==> src/rtl/ptape_pkg.sv <==
package ptape_pkg;
    localparam int WORD_W   = 16;
    localparam int CHAR_W   = 8;
    localparam int BIT_ERR  = 15;
    localparam int BIT_BUSY = 11;
    localparam int BIT_DONE = 7;
    localparam int BIT_IE   = 6;
    localparam int BIT_GO   = 0;

    typedef enum logic [1:0] {
        SEL_RSTAT = 2'd0,
        SEL_RDATA = 2'd1,
        SEL_PSTAT = 2'd2,
        SEL_PDATA = 2'd3
    } reg_sel_e;

    typedef struct packed {
        logic              err;
        logic              busy;
        logic              done;
        logic              ie;
        logic              irq;
        logic [CHAR_W-1:0] data;
    } rdr_state_t;

    typedef struct packed {
        logic              err;
        logic              active;
        logic              done;
        logic              ie;
        logic              irq;
        logic [CHAR_W-1:0] data;
    } pch_state_t;
endpackage

==> src/rtl/ptape_rdr.sv <==
module ptape_rdr
    import ptape_pkg::*;
(
    input  logic              clk,
    input  logic              rst_n,
    input  logic              media,
    input  logic              stat_wr,
    input  logic [WORD_W-1:0] wdata,
    input  logic              data_rd,
    input  logic              done_stb,
    input  logic [CHAR_W-1:0] in_byte,
    output logic [WORD_W-1:0] stat_val,
    output logic [CHAR_W-1:0] data_val,
    output logic              req,
    output logic              irq
);
    rdr_state_t q, d;

    always_comb begin
        d = q;
        if (stat_wr) begin
            if (!wdata[BIT_IE])
                d.irq = 1'b0;
            else if (!q.ie && (q.err || q.done))
                d.irq = 1'b1;
            if (wdata[BIT_GO]) begin
                d.done = 1'b0;
                d.busy = 1'b1;
                d.irq  = 1'b0;
            end
            d.ie = wdata[BIT_IE];
        end
        if (data_rd) begin
            d.done = 1'b0;
            d.irq  = 1'b0;
        end
        if (q.busy && done_stb) begin
            d.busy = 1'b0;
            if (media) begin
                d.data = in_byte;
                d.done = 1'b1;
                d.err  = 1'b0;
            end else begin
                d.err = 1'b1;
            end
            if (d.ie)
                d.irq = 1'b1;
        end
    end

    always_ff @(posedge clk) begin
        if (!rst_n) begin
            q     <= '0;
            q.err <= ~media;
        end else begin
            q <= d;
        end
    end

    always_comb begin
        stat_val           = '0;
        stat_val[BIT_ERR]  = q.err;
        stat_val[BIT_BUSY] = q.busy;
        stat_val[BIT_DONE] = q.done;
        stat_val[BIT_IE]   = q.ie;
    end

    assign data_val = q.data;
    assign req      = q.busy;
    assign irq      = q.irq;

    assert_irq_needs_ie_R3: assert property (@(posedge clk) disable iff (!rst_n)
        q.irq |-> q.ie);
    assert_start_R5: assert property (@(posedge clk) disable iff (!rst_n)
        (stat_wr && wdata[BIT_GO] && !data_rd && !(q.busy && done_stb))
        |=> (req && !q.done && !irq));
    assert_fill_R6: assert property (@(posedge clk) disable iff (!rst_n)
        (q.busy && done_stb && media && !stat_wr && !data_rd)
        |=> (q.done && !q.err && !req && data_val == $past(in_byte)));
    assert_read_clears_R7: assert property (@(posedge clk) disable iff (!rst_n)
        (data_rd && !stat_wr && !(q.busy && done_stb)) |=> (!q.done && !irq));
    assert_idle_strobe_R11: assert property (@(posedge clk) disable iff (!rst_n)
        (!q.busy && done_stb && !stat_wr && !data_rd) |=> $stable(q));
endmodule

==> src/rtl/ptape_pch.sv <==
module ptape_pch
    import ptape_pkg::*;
(
    input  logic              clk,
    input  logic              rst_n,
    input  logic              media,
    input  logic              stat_wr,
    input  logic [WORD_W-1:0] wdata,
    input  logic              data_wr,
    input  logic              data_load,
    input  logic              done_stb,
    output logic [WORD_W-1:0] stat_val,
    output logic [CHAR_W-1:0] data_val,
    output logic              req,
    output logic              irq
);
    pch_state_t q, d;

    always_comb begin
        d = q;
        if (stat_wr) begin
            if (!wdata[BIT_IE])
                d.irq = 1'b0;
            else if (!q.ie && (q.err || q.done))
                d.irq = 1'b1;
            d.ie = wdata[BIT_IE];
        end
        if (data_wr) begin
            if (data_load)
                d.data = wdata[CHAR_W-1:0];
            d.done   = 1'b0;
            d.irq    = 1'b0;
            d.active = 1'b1;
        end
        if (q.active && done_stb) begin
            d.active = 1'b0;
            d.done   = 1'b1;
            d.err    = ~media;
            if (d.ie)
                d.irq = 1'b1;
        end
    end

    always_ff @(posedge clk) begin
        if (!rst_n) begin
            q      <= '0;
            q.done <= 1'b1;
            q.err  <= ~media;
        end else begin
            q <= d;
        end
    end

    always_comb begin
        stat_val           = '0;
        stat_val[BIT_ERR]  = q.err;
        stat_val[BIT_DONE] = q.done;
        stat_val[BIT_IE]   = q.ie;
    end

    assign data_val = q.data;
    assign req      = q.active;
    assign irq      = q.irq;

    assert_punch_irq_needs_ie_R3: assert property (@(posedge clk) disable iff (!rst_n)
        q.irq |-> q.ie);
    assert_punch_start_R8: assert property (@(posedge clk) disable iff (!rst_n)
        (data_wr && !(q.active && done_stb)) |=> (req && !q.done && !irq));
    assert_punch_end_R9: assert property (@(posedge clk) disable iff (!rst_n)
        (q.active && done_stb && !data_wr && !stat_wr)
        |=> (q.done && !req && q.err == !$past(media)));
    assert_punch_idle_strobe_R11: assert property (@(posedge clk) disable iff (!rst_n)
        (!q.active && done_stb && !data_wr && !stat_wr) |=> $stable(q));
endmodule

==> src/rtl/ptape_ctrl.sv <==
module ptape_ctrl
    import ptape_pkg::*;
(
    input  logic              clk,
    input  logic              rst_n,
    input  logic              bus_en,
    input  logic              bus_we,
    input  logic [2:0]        bus_addr,
    input  logic              bus_byte,
    input  logic [WORD_W-1:0] bus_wdata,
    output logic [WORD_W-1:0] bus_rdata,
    input  logic              rdr_media,
    output logic              rdr_req,
    input  logic              rdr_stb,
    input  logic [CHAR_W-1:0] rdr_byte,
    output logic              rdr_irq,
    input  logic              pch_media,
    output logic              pch_req,
    input  logic              pch_stb,
    output logic [CHAR_W-1:0] pch_byte,
    output logic              pch_irq
);
    reg_sel_e          sel;
    logic              odd, wr, rd, stat_ok;
    logic              rstat_wr, rdata_rd, pstat_wr, pdata_wr, pdata_load;
    logic [WORD_W-1:0] rstat_val, pstat_val;
    logic [CHAR_W-1:0] rdata_val;

    assign sel        = reg_sel_e'(bus_addr[2:1]);
    assign odd        = bus_addr[0];
    assign wr         = bus_en && bus_we;
    assign rd         = bus_en && !bus_we;
    assign stat_ok    = !(bus_byte && odd);
    assign rstat_wr   = wr && (sel == SEL_RSTAT) && stat_ok;
    assign rdata_rd   = rd && (sel == SEL_RDATA);
    assign pstat_wr   = wr && (sel == SEL_PSTAT) && stat_ok;
    assign pdata_wr   = wr && (sel == SEL_PDATA);
    assign pdata_load = pdata_wr && !odd;

    ptape_rdr u_rdr (
        .clk(clk), .rst_n(rst_n), .media(rdr_media),
        .stat_wr(rstat_wr), .wdata(bus_wdata), .data_rd(rdata_rd),
        .done_stb(rdr_stb), .in_byte(rdr_byte),
        .stat_val(rstat_val), .data_val(rdata_val),
        .req(rdr_req), .irq(rdr_irq)
    );

    ptape_pch u_pch (
        .clk(clk), .rst_n(rst_n), .media(pch_media),
        .stat_wr(pstat_wr), .wdata(bus_wdata), .data_wr(pdata_wr),
        .data_load(pdata_load), .done_stb(pch_stb),
        .stat_val(pstat_val), .data_val(pch_byte),
        .req(pch_req), .irq(pch_irq)
    );

    always_comb begin
        bus_rdata = '0;
        case (sel)
            SEL_RSTAT: bus_rdata = rstat_val;
            SEL_RDATA: bus_rdata[CHAR_W-1:0] = rdata_val;
            SEL_PSTAT: bus_rdata = pstat_val;
            SEL_PDATA: bus_rdata[CHAR_W-1:0] = pch_byte;
            default:   bus_rdata = '0;
        endcase
    end

    assert_odd_status_byte_R4: assert property (@(posedge clk) disable iff (!rst_n)
        (wr && bus_byte && odd && (sel == SEL_RSTAT) && !rdr_stb)
        |=> ($stable(rstat_val) && $stable(rdr_irq)));
endmodule

==> config.mk <==
export PLATFORM = sky130hd
export DESIGN_NAME = ptape_ctrl
export DESIGN_NICKNAME = d
export VERILOG_FILES = /design/src/rtl/ptape_pkg.sv /design/src/rtl/ptape_rdr.sv /design/src/rtl/ptape_pch.sv /design/src/rtl/ptape_ctrl.sv
export SDC_FILE = /design/constraint.sdc
export NUM_CORES = 1
export LEC_CHECK = 0
export BUFFER_PORTS_ARGS = -buffer_cell sky130_fd_sc_hd__buf_4
export CAP_MARGIN = 40
export CORE_MARGIN = 3
export CORE_UTILIZATION = 45
export DETAILED_ROUTE_END_ITERATION = 6
export PLACE_DENSITY = 0.76
export SLEW_MARGIN = 30
export SYNTH_ARGS = -nofsm -noshare
export SYNTH_HDL_FRONTEND = slang
export SYNTH_SLANG_ARGS = --single-unit
==> constraint.sdc <==
create_clock -name clk -period 1.45 [get_ports clk]
set_input_delay 0.145 -clock clk [delete_from_list [all_inputs] [get_ports clk]]
set_output_delay 0.145 -clock clk [all_outputs]
set_load 0.02 [all_outputs]
==> results.cfg <==
[setup_path]
required_ns = 1.31
worstPathArrival_ns = 1.29
cp-start-kind = register
endpoint_kind = output port
crit_type = reg -> out
crit_fanout = 3

[global_route]
gr-total-overflow = 0
gr-usage-all-layers = 0.188
grt_pass1_vias = 1132
grt_pass1_wl_mm = 5.09
grt_max_degree = 28
antenna_found_initial = 0

[synthesis]
yosysTopAreaCell = dfxtp_1
ys_seq_elements = 26
ys.warnings.count = 0
synth-edff-count = 2
synth_top_area_frac = 0.378
ys_types = 28
syn_area_um2 = 1270
yosysSeqAreaShare = 0.425
async_reset_ff_frac = 0
synth_ff_type = dfxtp_1
synthCells = 147
synth_area_leaders = dfxtp_1, a21boi_1, nand2_1
avgSynthCellArea_um2 = 8.65

[power]
finalPower_mw = 1.31
powerDensity_nw_per_um2 = 776
vdd_drop_max_uv = 553
leakage_nw = 0.716

[route]
vias = 1173
routed_wl_mm = 3.16
via_per_inst = 5.26
firstDrtPassIters = 4
drc = 0
drt_iter0_drc = 35
antenna_left = 0
wl_per_cell_um = 14.2

[placement]
finalWeightedCongestion = 0.827
dpl_cell_area_um2 = 1630
dp_hpwl_mm = 2.44
portBuffers = 49
place_inst = 219
place_ws_ns = 0.170

[cts]
cts-root-buf = clkbuf_4
ctsHtreeMaxLevel = 1
clock_sinks = 26
cts_setup_buffers = 0
path_clk_slew_ns = 0.14
cts_tree = yes
cts_max_path_buffers = 2
clkLatencyLatePin_ns = 0.32
cts_buffers = 3
hold_buffers = 0

[layout]
antennaDiodeCount = 0
fin_cells = 223
drive_above_1_share = 0.326
final_area_um2 = 1680
fin_nets = 230
area_delta_synth_final_pct = 32.5

[floorplan]
fp.dieArea_um2 = 3500
rows = 18
initial_core_util = 0.491
die_x_um = 59.2
dieHeight_um = 59.2
ioPinCount = 64
fp.coreArea_um2 = 2590

[worst_hold_path]
hold_class = in -> reg

[timing]
setup_slack_ns = 0.0169
rsz0062_at_grt = yes
period_share = 0.988
finalHoldViolCount = 0
skew_ns = 0.00162
clock.fmax_mhz = 698
hold_ws_ns = 0.0493
maxSlewViolCount = 0
setup_viol_count_final = 0
period_needed_ns = 1.43

[flow_run]
max_cap_violations = 0

[status]
status = finished clean
==> layer usage <==
metal | share of wire | GRT usage | up-vias
li1 | - | - | 586
met1 | 0.43 | 0.241 | 546
met2 | 0.50 | 0.319 | 37
met3 | 0.059 | 0.0370 | 4
met4 | 0.0089 | 0.0550 | 0
met5 | 0 | 0 | -
==> cells in the mapped netlist, drive strengths merged, types with 2 or more instances <==
master	instances
nor2b	10
mux4	2
a21boi	16
o22ai	2
nand3	3
buf	8
edfxtp	2
clkbuf	6
mux2i	9
nand4	2
nand2	30
dfxtp	24
o21ai	8
a21oi	5
nor2	6
inv	3
==> sequential cells by signal, summed over array words and instances, names as in the netlist <==
| register | flops |
|---|---|
| u_pch.data_val | 8 |
| u_rdr.data_val | 8 |
| u_pch.stat_val | 3 |
| u_rdr.stat_val | 3 |
| u_pch.irq | 1 |
| u_pch.req | 1 |
| u_rdr.irq | 1 |
| u_rdr.req | 1 |
==> stage by stage <==
step | utilization | setup TNS [ns]
after floorplan | - | 0
after detailed placement | 0.630 | 0
after global routing | 0.650 | -0.0327
after global placement | 0.630 | 0
final | 0.650 | 0
after CTS | 0.645 | 0
==> critical path, stage by stage, from the launching register on <==
cell     delay (ns)
dfxtp_2        0.37
mux4_2         0.46
buf_6          0.15
==> cells by family after synthesis <==
family,count (synthesis),synth area share
buffers and inverters,17,0.0699
DFF,26,0.425
other,1,0.00295
and+or+nand+nor,56,0.206
muxes,11,0.106
AOI/OAI and AO/OA,36,0.190
==> report_power, final <==
part,internal [mW],switching [mW]
clock network,0.153,0.212
logic,0.0975,0.0971
registers,0.737,0.00976
total,0.988,0.319
==> area by class of cell <==
| class | count | area, um^2 |
|---|---|---|
| Clock buffer | 4 | 36.3 |
| Fill cell | 230 | 906 |
| Inverter | 3 | 11.3 |
| Multi-Input combinational cell | 109 | 661 |
| Sequential cell | 26 | 548 |
| Tap cell | 30 | 37.5 |
| Timing Repair Buffer | 51 | 390 |
==> final timing paths <==
check	start	endpoint	slack [ns]	cells after the start
worst max-delay path	u_pch.stat_val[7]	bus_rdata[7]	0.02	2
worst min-delay path	rdr_byte[6]	u_rdr.data_val[6]	0.05	3
worst max register to register	u_rdr.req	u_rdr.data_val[3]	0.42	3
worst min register to register	u_rdr.data_val[0]	u_rdr.data_val[0]	0.47	2
==> repair_timing <==
item | CTS | global route
cloned | 0 | 0
setup endpoints to repair | 1 | 3
resized for setup | 1 | 7
==> placed cells by master, fill, tap and decap left out <==
| cell | count |
|---|---|
| a21bo_1 | 1 |
| a21boi_1 | 16 |
| a21o_1 | 1 |
| a21oi_1 | 5 |
| a32o_1 | 1 |
| and3_1 | 1 |
| and4_1 | 1 |
| buf_4 | 49 |
| buf_6 | 2 |
| clkbuf_4 | 3 |
| clkbuf_8 | 1 |
| conb_1 | 6 |
| dfxtp_1 | 18 |
| dfxtp_2 | 6 |
| edfxtp_1 | 2 |
| inv_1 | 3 |
| mux2i_1 | 9 |
| mux4_2 | 2 |
| nand2_1 | 30 |
| nand2b_1 | 1 |
| nand3_1 | 3 |
| nand4_1 | 2 |
| nor2_1 | 6 |
| nor2b_1 | 10 |
| nor3_1 | 1 |
| nor4bb_1 | 1 |
| o211ai_1 | 1 |
| o21ai_0 | 8 |
| o22ai_1 | 2 |
| o31a_1 | 1 |
No activity file was read; power rests on OpenSTA's default activity.
